--- config.mk ---
export PLATFORM = sky130hd
export DESIGN_NAME = serial_rx_matcher
export DESIGN_NICKNAME = d
export VERILOG_FILES = /design/src/rtl/serial_rx_matcher.sv
export SDC_FILE = /design/constraint.sdc
export NUM_CORES = 1
export LEC_CHECK = 0
export ABC_AREA = 1
export BUFFER_PORTS_ARGS = -buffer_cell sky130_fd_sc_hd__clkbuf_2
export CAP_MARGIN = 20
export CORE_ASPECT_RATIO = 0.6
export CORE_MARGIN = 3
export CORE_UTILIZATION = 45
export CTS_BUF_LIST = sky130_fd_sc_hd__clkbuf_2
export CTS_CLUSTER_SIZE = 12
export DETAILED_ROUTE_END_ITERATION = 10
export GPL_TIMING_DRIVEN = 0
export PLACE_DENSITY = 0.62
export SLEW_MARGIN = 20
export SYNTH_ARGS = -nofsm -noshare
export SYNTH_HDL_FRONTEND = slang
export SYNTH_SLANG_ARGS = --single-unit
--- constraint.sdc ---
create_clock -name clk -period 2.1 [get_ports clk]
set_clock_uncertainty 0.1 [all_clocks]
set_input_delay 0.21 -clock clk [delete_from_list [all_inputs] [get_ports clk]]
set_output_delay 0.21 -clock clk [all_outputs]
set_load 0.05 [all_outputs]
--- src/rtl/serial_rx_matcher.sv ---
module serial_rx_matcher #(
  parameter int DW  = 8,
  parameter int OSR = 16,
  parameter int TOW = 8
) (
  input  logic          clk,
  input  logic          rst_n,
  input  logic          tick16,
  input  logic          rxd,
  input  logic          filt_en,
  input  logic [2:0]    par_mode,
  input  logic [DW-1:0] cmp_lo,
  input  logic [DW-1:0] cmp_hi,
  input  logic          cmp_gate,
  input  logic          cmp_use_par,
  input  logic [TOW-1:0] idle_limit,
  input  logic          cmd_rx_on,
  input  logic          cmd_rx_off,
  input  logic          cmd_rx_rst,
  input  logic          cmd_clr_stat,
  input  logic          cmd_to_start,
  input  logic          cmd_to_rearm,
  input  logic          hold_rd,
  output logic [DW-1:0] hold_data,
  output logic          rdy,
  output logic          ovr,
  output logic          frm_err,
  output logic          par_err,
  output logic          idle_to,
  output logic          cmp_hit
);
  localparam int CW = $clog2(OSR);
  localparam int BW = $clog2(DW + 1);
  localparam logic [CW-1:0] MID  = CW'(OSR / 2);
  localparam logic [CW-1:0] LAST = CW'(OSR - 1);
  localparam logic [BW-1:0] BLAST = BW'(DW - 1);

  typedef enum logic [2:0] {S_IDLE, S_START, S_DATA, S_PAR, S_STOP} st_t;

  st_t            st;
  logic [2:0]     smp;
  logic           rx_en, armed, par_bit, to_wait, to_run, exp_par;
  logic [CW-1:0]  tcnt, to_sub;
  logic [BW-1:0]  bcnt;
  logic [DW-1:0]  shf;
  logic [TOW-1:0] to_per;

  wire maj     = (smp[0] & smp[1]) | (smp[1] & smp[2]) | (smp[0] & smp[2]);
  wire line    = filt_en ? maj : smp[0];
  wire has_par = par_mode < 3'd4;
  wire abort   = cmd_rx_rst || cmd_rx_off || !rx_en;
  wire at_last = tcnt == LAST;
  wire [CW-1:0] tnext = at_last ? '0 : tcnt + 1'b1;
  wire done    = !abort && tick16 && at_last && (st == S_STOP);

  always_comb begin
    case (par_mode)
      3'd0:    exp_par = ^shf;
      3'd1:    exp_par = ~^shf;
      3'd2:    exp_par = 1'b0;
      default: exp_par = 1'b1;
    endcase
  end

  wire bad_par = has_par && (par_bit != exp_par);
  wire in_rng  = (cmp_lo <= cmp_hi) ? (shf >= cmp_lo && shf <= cmp_hi) : (shf == cmp_lo);
  wire cmp_ok  = in_rng && !(cmp_use_par && bad_par);
  wire accept  = done && (!cmp_gate || armed || cmp_ok);

  always_ff @(posedge clk or negedge rst_n) begin
    if (!rst_n) smp <= 3'b111;
    else if (tick16) smp <= {smp[1:0], rxd};
  end

  always_ff @(posedge clk or negedge rst_n) begin
    if (!rst_n) rx_en <= 1'b0;
    else if (cmd_rx_off) rx_en <= 1'b0;
    else if (cmd_rx_on) rx_en <= 1'b1;
  end

  always_ff @(posedge clk or negedge rst_n) begin
    if (!rst_n) begin
      st      <= S_IDLE;
      tcnt    <= '0;
      bcnt    <= '0;
      shf     <= '0;
      par_bit <= 1'b0;
    end else if (abort) begin
      st <= S_IDLE;
    end else if (tick16) begin
      case (st)
        S_IDLE:
          if (!line) begin
            st   <= S_START;
            tcnt <= CW'(1);
          end
        S_START:
          if (tcnt == MID) begin
            st   <= line ? S_IDLE : S_DATA;
            tcnt <= '0;
            bcnt <= '0;
          end else begin
            tcnt <= tcnt + 1'b1;
          end
        S_DATA: begin
          tcnt <= tnext;
          if (at_last) begin
            shf  <= {line, shf[DW-1:1]};
            bcnt <= bcnt + 1'b1;
            if (bcnt == BLAST) st <= has_par ? S_PAR : S_STOP;
          end
        end
        S_PAR: begin
          tcnt <= tnext;
          if (at_last) begin
            par_bit <= line;
            st      <= S_STOP;
          end
        end
        default: begin
          tcnt <= tnext;
          if (at_last) st <= S_IDLE;
        end
      endcase
    end
  end

  always_ff @(posedge clk or negedge rst_n) begin
    if (!rst_n) begin
      hold_data <= '0;
      rdy       <= 1'b0;
      ovr       <= 1'b0;
      frm_err   <= 1'b0;
      par_err   <= 1'b0;
      cmp_hit   <= 1'b0;
      armed     <= 1'b0;
    end else begin
      if (accept) hold_data <= shf;
      if (cmd_rx_rst) rdy <= 1'b0;
      else if (accept) rdy <= 1'b1;
      else if (hold_rd) rdy <= 1'b0;
      ovr     <= (ovr && !cmd_clr_stat) || (accept && rdy && !hold_rd);
      frm_err <= (frm_err && !cmd_clr_stat) || (accept && !line);
      par_err <= (par_err && !cmd_clr_stat) || (accept && bad_par);
      cmp_hit <= (cmp_hit && !cmd_clr_stat) || (accept && cmp_ok);
      if (cmd_rx_rst || cmd_clr_stat) armed <= 1'b0;
      else if (done && cmp_ok) armed <= 1'b1;
    end
  end

  always_ff @(posedge clk or negedge rst_n) begin
    if (!rst_n) begin
      to_wait <= 1'b0;
      to_run  <= 1'b0;
      idle_to <= 1'b0;
      to_sub  <= '0;
      to_per  <= '0;
    end else if (cmd_to_rearm) begin
      to_run  <= 1'b1;
      to_wait <= 1'b0;
      idle_to <= 1'b0;
      to_sub  <= '0;
      to_per  <= '0;
    end else if (cmd_to_start) begin
      to_wait <= 1'b1;
      to_run  <= 1'b0;
      idle_to <= 1'b0;
      to_sub  <= '0;
      to_per  <= '0;
    end else if (done) begin
      to_sub <= '0;
      to_per <= '0;
      if (to_wait) begin
        to_wait <= 1'b0;
        to_run  <= 1'b1;
      end
    end else if (st != S_IDLE) begin
      to_sub <= '0;
      to_per <= '0;
    end else if (to_run && tick16 && idle_limit != '0) begin
      if (to_sub == LAST) begin
        to_sub <= '0;
        to_per <= to_per + 1'b1;
        if (to_per == idle_limit - 1'b1) begin
          idle_to <= 1'b1;
          to_run  <= 1'b0;
        end
      end else begin
        to_sub <= to_sub + 1'b1;
      end
    end
  end

  AST_RDY_DROP_ON_READ: assert property (@(posedge clk) disable iff (!rst_n)
    hold_rd && !accept |=> !rdy);
  AST_OVR_NEEDS_FULL: assert property (@(posedge clk) disable iff (!rst_n)
    $rose(ovr) |-> $past(rdy));
  AST_OFF_WINS: assert property (@(posedge clk) disable iff (!rst_n)
    cmd_rx_on && cmd_rx_off |=> (st == S_IDLE) && !rx_en);
  AST_NO_TO_WHEN_ZERO: assert property (@(posedge clk) disable iff (!rst_n)
    $rose(idle_to) |-> $past(idle_limit) != '0);
  AST_CLEAR_WINS: assert property (@(posedge clk) disable iff (!rst_n)
    cmd_clr_stat && !accept |=> !ovr && !frm_err && !par_err && !cmp_hit);
  AST_GATE_HOLDS: assert property (@(posedge clk) disable iff (!rst_n)
    cmp_gate && !armed && done && !cmp_ok |=> $stable(hold_data) && !$rose(rdy));
endmodule

# ---- Word-level counts from Yosys, hierarchy flattened
# Index checks and enable logic that the tools add are counted.
# W data, S select, Z words.
dict set report totals {
  mem_bits_rw 0
  elab_cells 182
  mem_count 0
  out_inout_bits 14
  romBits 0
  ff_bits 53
  latchBits 0
  in_bits 41
}
dict set report op_classes {
  eq_ne 25
  n_shift 0
  n_lt_le_gt_ge 4
  div 0
  n_addsub 5
  mul 0
  reduce_logical 65
  mux 58
  bitwise_logic 6
}
# cell count
set op_table {}
lappend op_table {{$mux W8} 6}
lappend op_table {{$mux W4} 11}
lappend op_table {{$mux W1} 27}
lappend op_table {{$mux W3} 9}
lappend op_table {{$ne A3 B3 Y1 const B} 7}
lappend op_table {{$logic_and A1 B1 Y1} 20}
lappend op_table {{$reduce_bool A3 Y1} 6}
lappend op_table {{$eq A8 B8 Y1} 2}
lappend op_table {{$le A8 B8 Y1} 2}
lappend op_table {{$pmux W4 S2} 2}
lappend op_table {{$reduce_bool A4 Y1} 4}
lappend op_table {{$reduce_and A5 Y1} 3}
lappend op_table {{$add A4 B1 Y4 const B} 3}
lappend op_table {{$eq A4 B4 Y1 const B} 3}
lappend op_table {{$pmux W3 S4} 1}
lappend op_table {{$reduce_bool A5 Y1} 2}
lappend op_table {{$eq A3 B2 Y1 const B} 3}
lappend op_table {{$logic_or A1 B1 Y1} 9}
lappend op_table {{$add A8 B1 Y8 const B} 1}
lappend op_table {{$ge A8 B8 Y1} 1}
lappend op_table {{$ne A4 B4 Y1 const B} 2}
lappend op_table {{$reduce_and A4 Y1} 2}
lappend op_table {{$reduce_bool A2 Y1} 4}
lappend op_table {{$reduce_bool A8 Y1} 1}
lappend op_table {{19 further kinds} 32}

# ---- Logic depth before layout (Yosys ltp)
dict set report depth {
  word_depth 12
  ltp_mapped 17
  mapped_depth_nobuf 16
}

# ---- Least setup slack after synthesis
# Ideal clock, no wire load.
dict set report synth_path {
  path_kind {register -> register}
  startpoint {register shf[3]}
  endpoint {register hold_data[0]}
  t_arrival_ns 1.676
  path_stages_with_launch 14
  period_less_slack_ns 1.894
  path_slack_ns 0.206
  cell_sequence {dfrtp_1 ha_1 nand2_1 o21ai_0 nand2_1 o211ai_1 nand2_1 nand2_1 nand2_1 nor2_1 nand2_2 buf_2 nand3_1 nand2_1}
}
dict set report synth_via {
  elab_chain_len 9
}
# item line_no
set synth_rtl {}
lappend synth_rtl {{start: declaration} 45} ;# logic [DW-1:0] shf;
lappend synth_rtl {{start signal: assignment} 108} ;# shf <= {line, shf[DW-1:1]};
lappend synth_rtl {{$reduce_xnor A8 Y1 / $reduce_xor A8 Y1 (equally long branches)} {59, 58}}
lappend synth_rtl {{$pmux W1 S3} 57} ;# case (par_mode)
lappend synth_rtl {{$ne A1 B1 Y1} 65} ;# wire bad_par = has_par && (par_bit != exp_par);
lappend synth_rtl {{$logic_and A1 B1 Y1} 65}
lappend synth_rtl {{$logic_and A1 B1 Y1} 67} ;# wire cmp_ok = in_rng && !(cmp_use_par && bad_par);
lappend synth_rtl {{$logic_not A1 Y1} 67}
lappend synth_rtl {{$logic_and A1 B1 Y1 (*)} 67}
lappend synth_rtl {{$logic_or A1 B1 Y1 (*)} 68} ;# wire accept = done && (!cmp_gate || armed || cmp_ok);
lappend synth_rtl {{$logic_and A1 B1 Y1 (*)} 68}
lappend synth_rtl {{end signal: assignment} 130} ;# hold_data <= '0;
lappend synth_rtl {{end signal: assignment} 138} ;# if (accept) hold_data <= shf;
lappend synth_rtl {{end: declaration} 24} ;# output logic [DW-1:0] hold_data,
# Every way passes the cells marked *; elsewhere a longest branch is shown, timed or not.
# A chain may end at the register's enable or synchronous reset.

# ---- Worst setup path after layout
dict set report layout_path {
  startpoint {register shf[0]}
  endpoint {register hold_data[6]}
}
# The elaborated chain is that of the path after synthesis.

==> results_dict.tcl <==
set metrics [dict create \
    run_status "finished with violations" \
    violations "negative setup slack" \
    leakagePower_nw 2.33 \
    crit_chain "inv_2 -> ha_1 -> inv_1 -> a21oi_1 -> o21ai_1 -> nand2_1 -> o211ai_1 -> nand2_1 -> nand2_1 -> nand2_2 -> nor2_2 -> nand2_2 -> nand2_4 -> clkbuf_16 -> nand2_2 -> nand2_1" \
    synth-edff-count 0 \
    num_vias 3390 \
    finalHoldViolations 0 \
    maxCapViolCount 0 \
    yosys.area.top_type "dfrtp_1" \
    start_util_pct 47.7 \
    synth_nets 557 \
    io_pins 55 \
    min_period_ns 2.10 \
    row_count 24 \
    insertion_delay_ns 0.47 \
    cts_tree "yes" \
    wirelength_um 8910 \
    grt_use_total_pct 19.1 \
    grt_pass1_vias 2933 \
    cp_data_arrival_time_ns 2.44 \
    fin_nets 645 \
    core_um2 7480 \
    dpl.hpwl_um 6390 \
    die_height_um 75.0 \
    maxSlewViolCount 0 \
    yosysMostFrequentCell "nand2_1" \
    critPathMaxFanout 5 \
    fin_cells 679 \
    min_period_over_period_pct 100 \
    regArea_um2 1340 \
    clkSinkCount 53 \
    crit_slowest_cell "dfrtp_2" \
    crit_path_end "hold_data[6]$_DFFE_PN0P_" \
    avgSynthCellArea_um2 7.34 \
    cp.buffers_inverters 3 \
    die_area_um2 9060 \
    ir_drop_mv 0.294 \
    slowest_delay_ns 0.51 \
    synth_common_cells "nand2_1 (136), inv_1 (69), dfrtp_1 (50)" \
    groute.layer.met3.usage_pct 4.35 \
    startpoint_type "flip-flop" \
    path_common_cell "nand2_1" \
    crit_family "simple AND/OR/NAND/NOR gates" \
    met1_usage_pct 28.8 \
    antenna_found_initial 0 \
    grt_start_max_net_pins 54 \
    reg2reg_from "shf[0]$_DFFE_PN0P_" \
    fin_ws_ns -0.00252 \
    yosys-top-cells-area "dfrtp_1 (35%), nand2_1 (14%), ha_1 (11%), inv_1 (7.3%), o21ai_0 (4.6%)" \
    cts-htree-levels 2 \
    cellPowerDensity_nw_per_um2 442 \
    gr-total-overflow 0 \
    antenna_cells 0 \
    synth_top_area_share_pct 35.1 \
    place_ws_ns -0.124 \
    grt_busiest_layer "met1" \
    hold_start "par_mode[2]" \
    gr-usage-met2_pct 28.0 \
    area_growth_syn_to_layout_pct 29.0 \
    ys_ff_latch 53 \
    drive_above_1_share_pct 28.3 \
    viasPerCell 4.99 \
    synth_cell_types 38 \
    wire_per_inst_um 13.1 \
    tightest_slew_ns 0.735 \
    grt_pass1_wl_um 13600 \
    rsz0062_at_grt "yes" \
    reg2reg_slack_ns -0.003 \
    end_kind "flip-flop" \
    cts.path.max_buffers 2 \
    cts_root_buf "clkbuf_2" \
    setup_viol 1 \
    crit_path_start "shf[0]$_DFFE_PN0P_" \
    synth_ff_type "dfrtp_1" \
    max_freq_ghz 0.476 \
    gp_congestion 0.821 \
    async_flop_share_pct 100 \
    drc 0 \
    synth-seq-area-share_pct 37.3 \
    placed_cells 644 \
    cp.required_ns 2.44 \
    port-buffer-count 54 \
    nFillCells 685 \
    synthCells 486 \
    critical_path_class "reg -> reg" \
    reg2reg_depth 16 \
    ys_warn_count 0 \
    first_iter_violations 175 \
    drtPass1Iterations 5 \
    relSlewSlack_pct 51.0 \
    cp.depth 16 \
    ant_nets 0 \
    reg2reg_to "hold_data[6]$_DFFE_PN0P_" \
    die_w_um 121 \
    design_power_total_mw 2.03 \
    synthesis.area_um2 3570 \
    hold_path.class "in -> reg" \
    multiInputGateArea_um2 2190 \
    cts_buffers 5 \
    clkTransAtPathRegs_ns 0.28 \
    final_util_pct 61.5 \
]
==> placed cells by master, fill, tap and decap left out, types with 10 or more instances in the layout <==
master,instances
a21oi_1,30
clkbuf_2,60
dfrtp_1,42
dlygate4sd3_1,14
ha_1,22
inv_1,64
inv_2,10
nand2_1,106
nand2_2,28
nand3_1,24
nor2_1,29
o21ai_0,31
==> registers in the layout (all words and copies together), names as in the netlist, 3 cells and up <==
| signal | cells |
|---|---|
| smp | 3 |
| st | 3 |
| shf | 8 |
| tcnt | 4 |
| bcnt | 4 |
| to_per | 8 |
| hold_data | 8 |
| to_sub | 4 |
==> stage by stage <==
stage	area, um2	TNS [ns]	hold WS (ns)
floorplan	3570	0	-0.186
global placement	3970	-0.860	0.294
detailed placement	3970	-1.13	0.250
CTS	4280	0	0.0135
global route	4600	-1.16	0.0485
finish	4600	-0.00252	0.0532
==> routing by layer <==
layer	vias to the layer above	routed length, um
met2	75	3690
li1	1757	-
met5	-	0
met4	0	75
met3	8	476
met1	1550	4660
==> what timing repair did <==
action,in CTS,in global routing
setup buffers,10,2
endpoints found under the hold margin,65,0
pin swaps,0,7
endpoints found under the setup margin,16,30
gates cloned,0,1
hold buffers,14,0
resized for setup,12,72
==> how the worst min path moves through the flow <==
stage | to | slack, ns | cells past startpoint
final | st[2]$_DFFE_PN0P_ | 0.05 | 5
after CTS | hold_data[7]$_DFFE_PN0P_ | 0.01 | 5
after floorplan | armed$_DFFE_PN0P_ | -0.19 | 0
after global placement | rx_en$_DFFE_PN0P_ | 0.29 | 2
after global routing | hold_data[7]$_DFFE_PN0P_ | 0.05 | 5
after detailed placement | hold_data[0]$_DFFE_PN0P_ | 0.25 | 1
==> final cells by class <==
cell class	instances	share of cell area [%]
multi-input combinational	353	47.5
sequential	53	29.1
tap	104	2.83
clock inverter	2	0.843
timing repair buffer	81	11.8
clock buffer	6	0.653
buffer	4	0.925
inverter	76	6.31
==> tightest hold or removal path, stage by stage <==
cell and delay [ns]:
clkbuf_2 0.11, inv_1 0.11, a21oi_1 0.08, nand3_1 0.08, o21ai_1 0.06
==> where the power goes <==
part | switching (mW) | internal (mW) | leakage (nW)
logic | 0.224 | 0.160 | 1.59
clock network | 0.341 | 0.208 | 0.0432
registers | 0.0308 | 1.07 | 0.692
total | 0.596 | 1.44 | 2.33
==> cells by family (layout without fill, tap and decap cells) <==
family | after synthesis | count (layout) | share of synthesized area [%]
simple gates | 228 | 228 | 27.8
buf+inv | 80 | 169 | 8.88
fa+ha+maj | 30 | 30 | 10.5
xor+xnor | 12 | 12 | 2.95
compound gates | 83 | 83 | 12.5
flops | 53 | 53 | 37.3
Note: power is estimated with default switching activity, not from simulation.
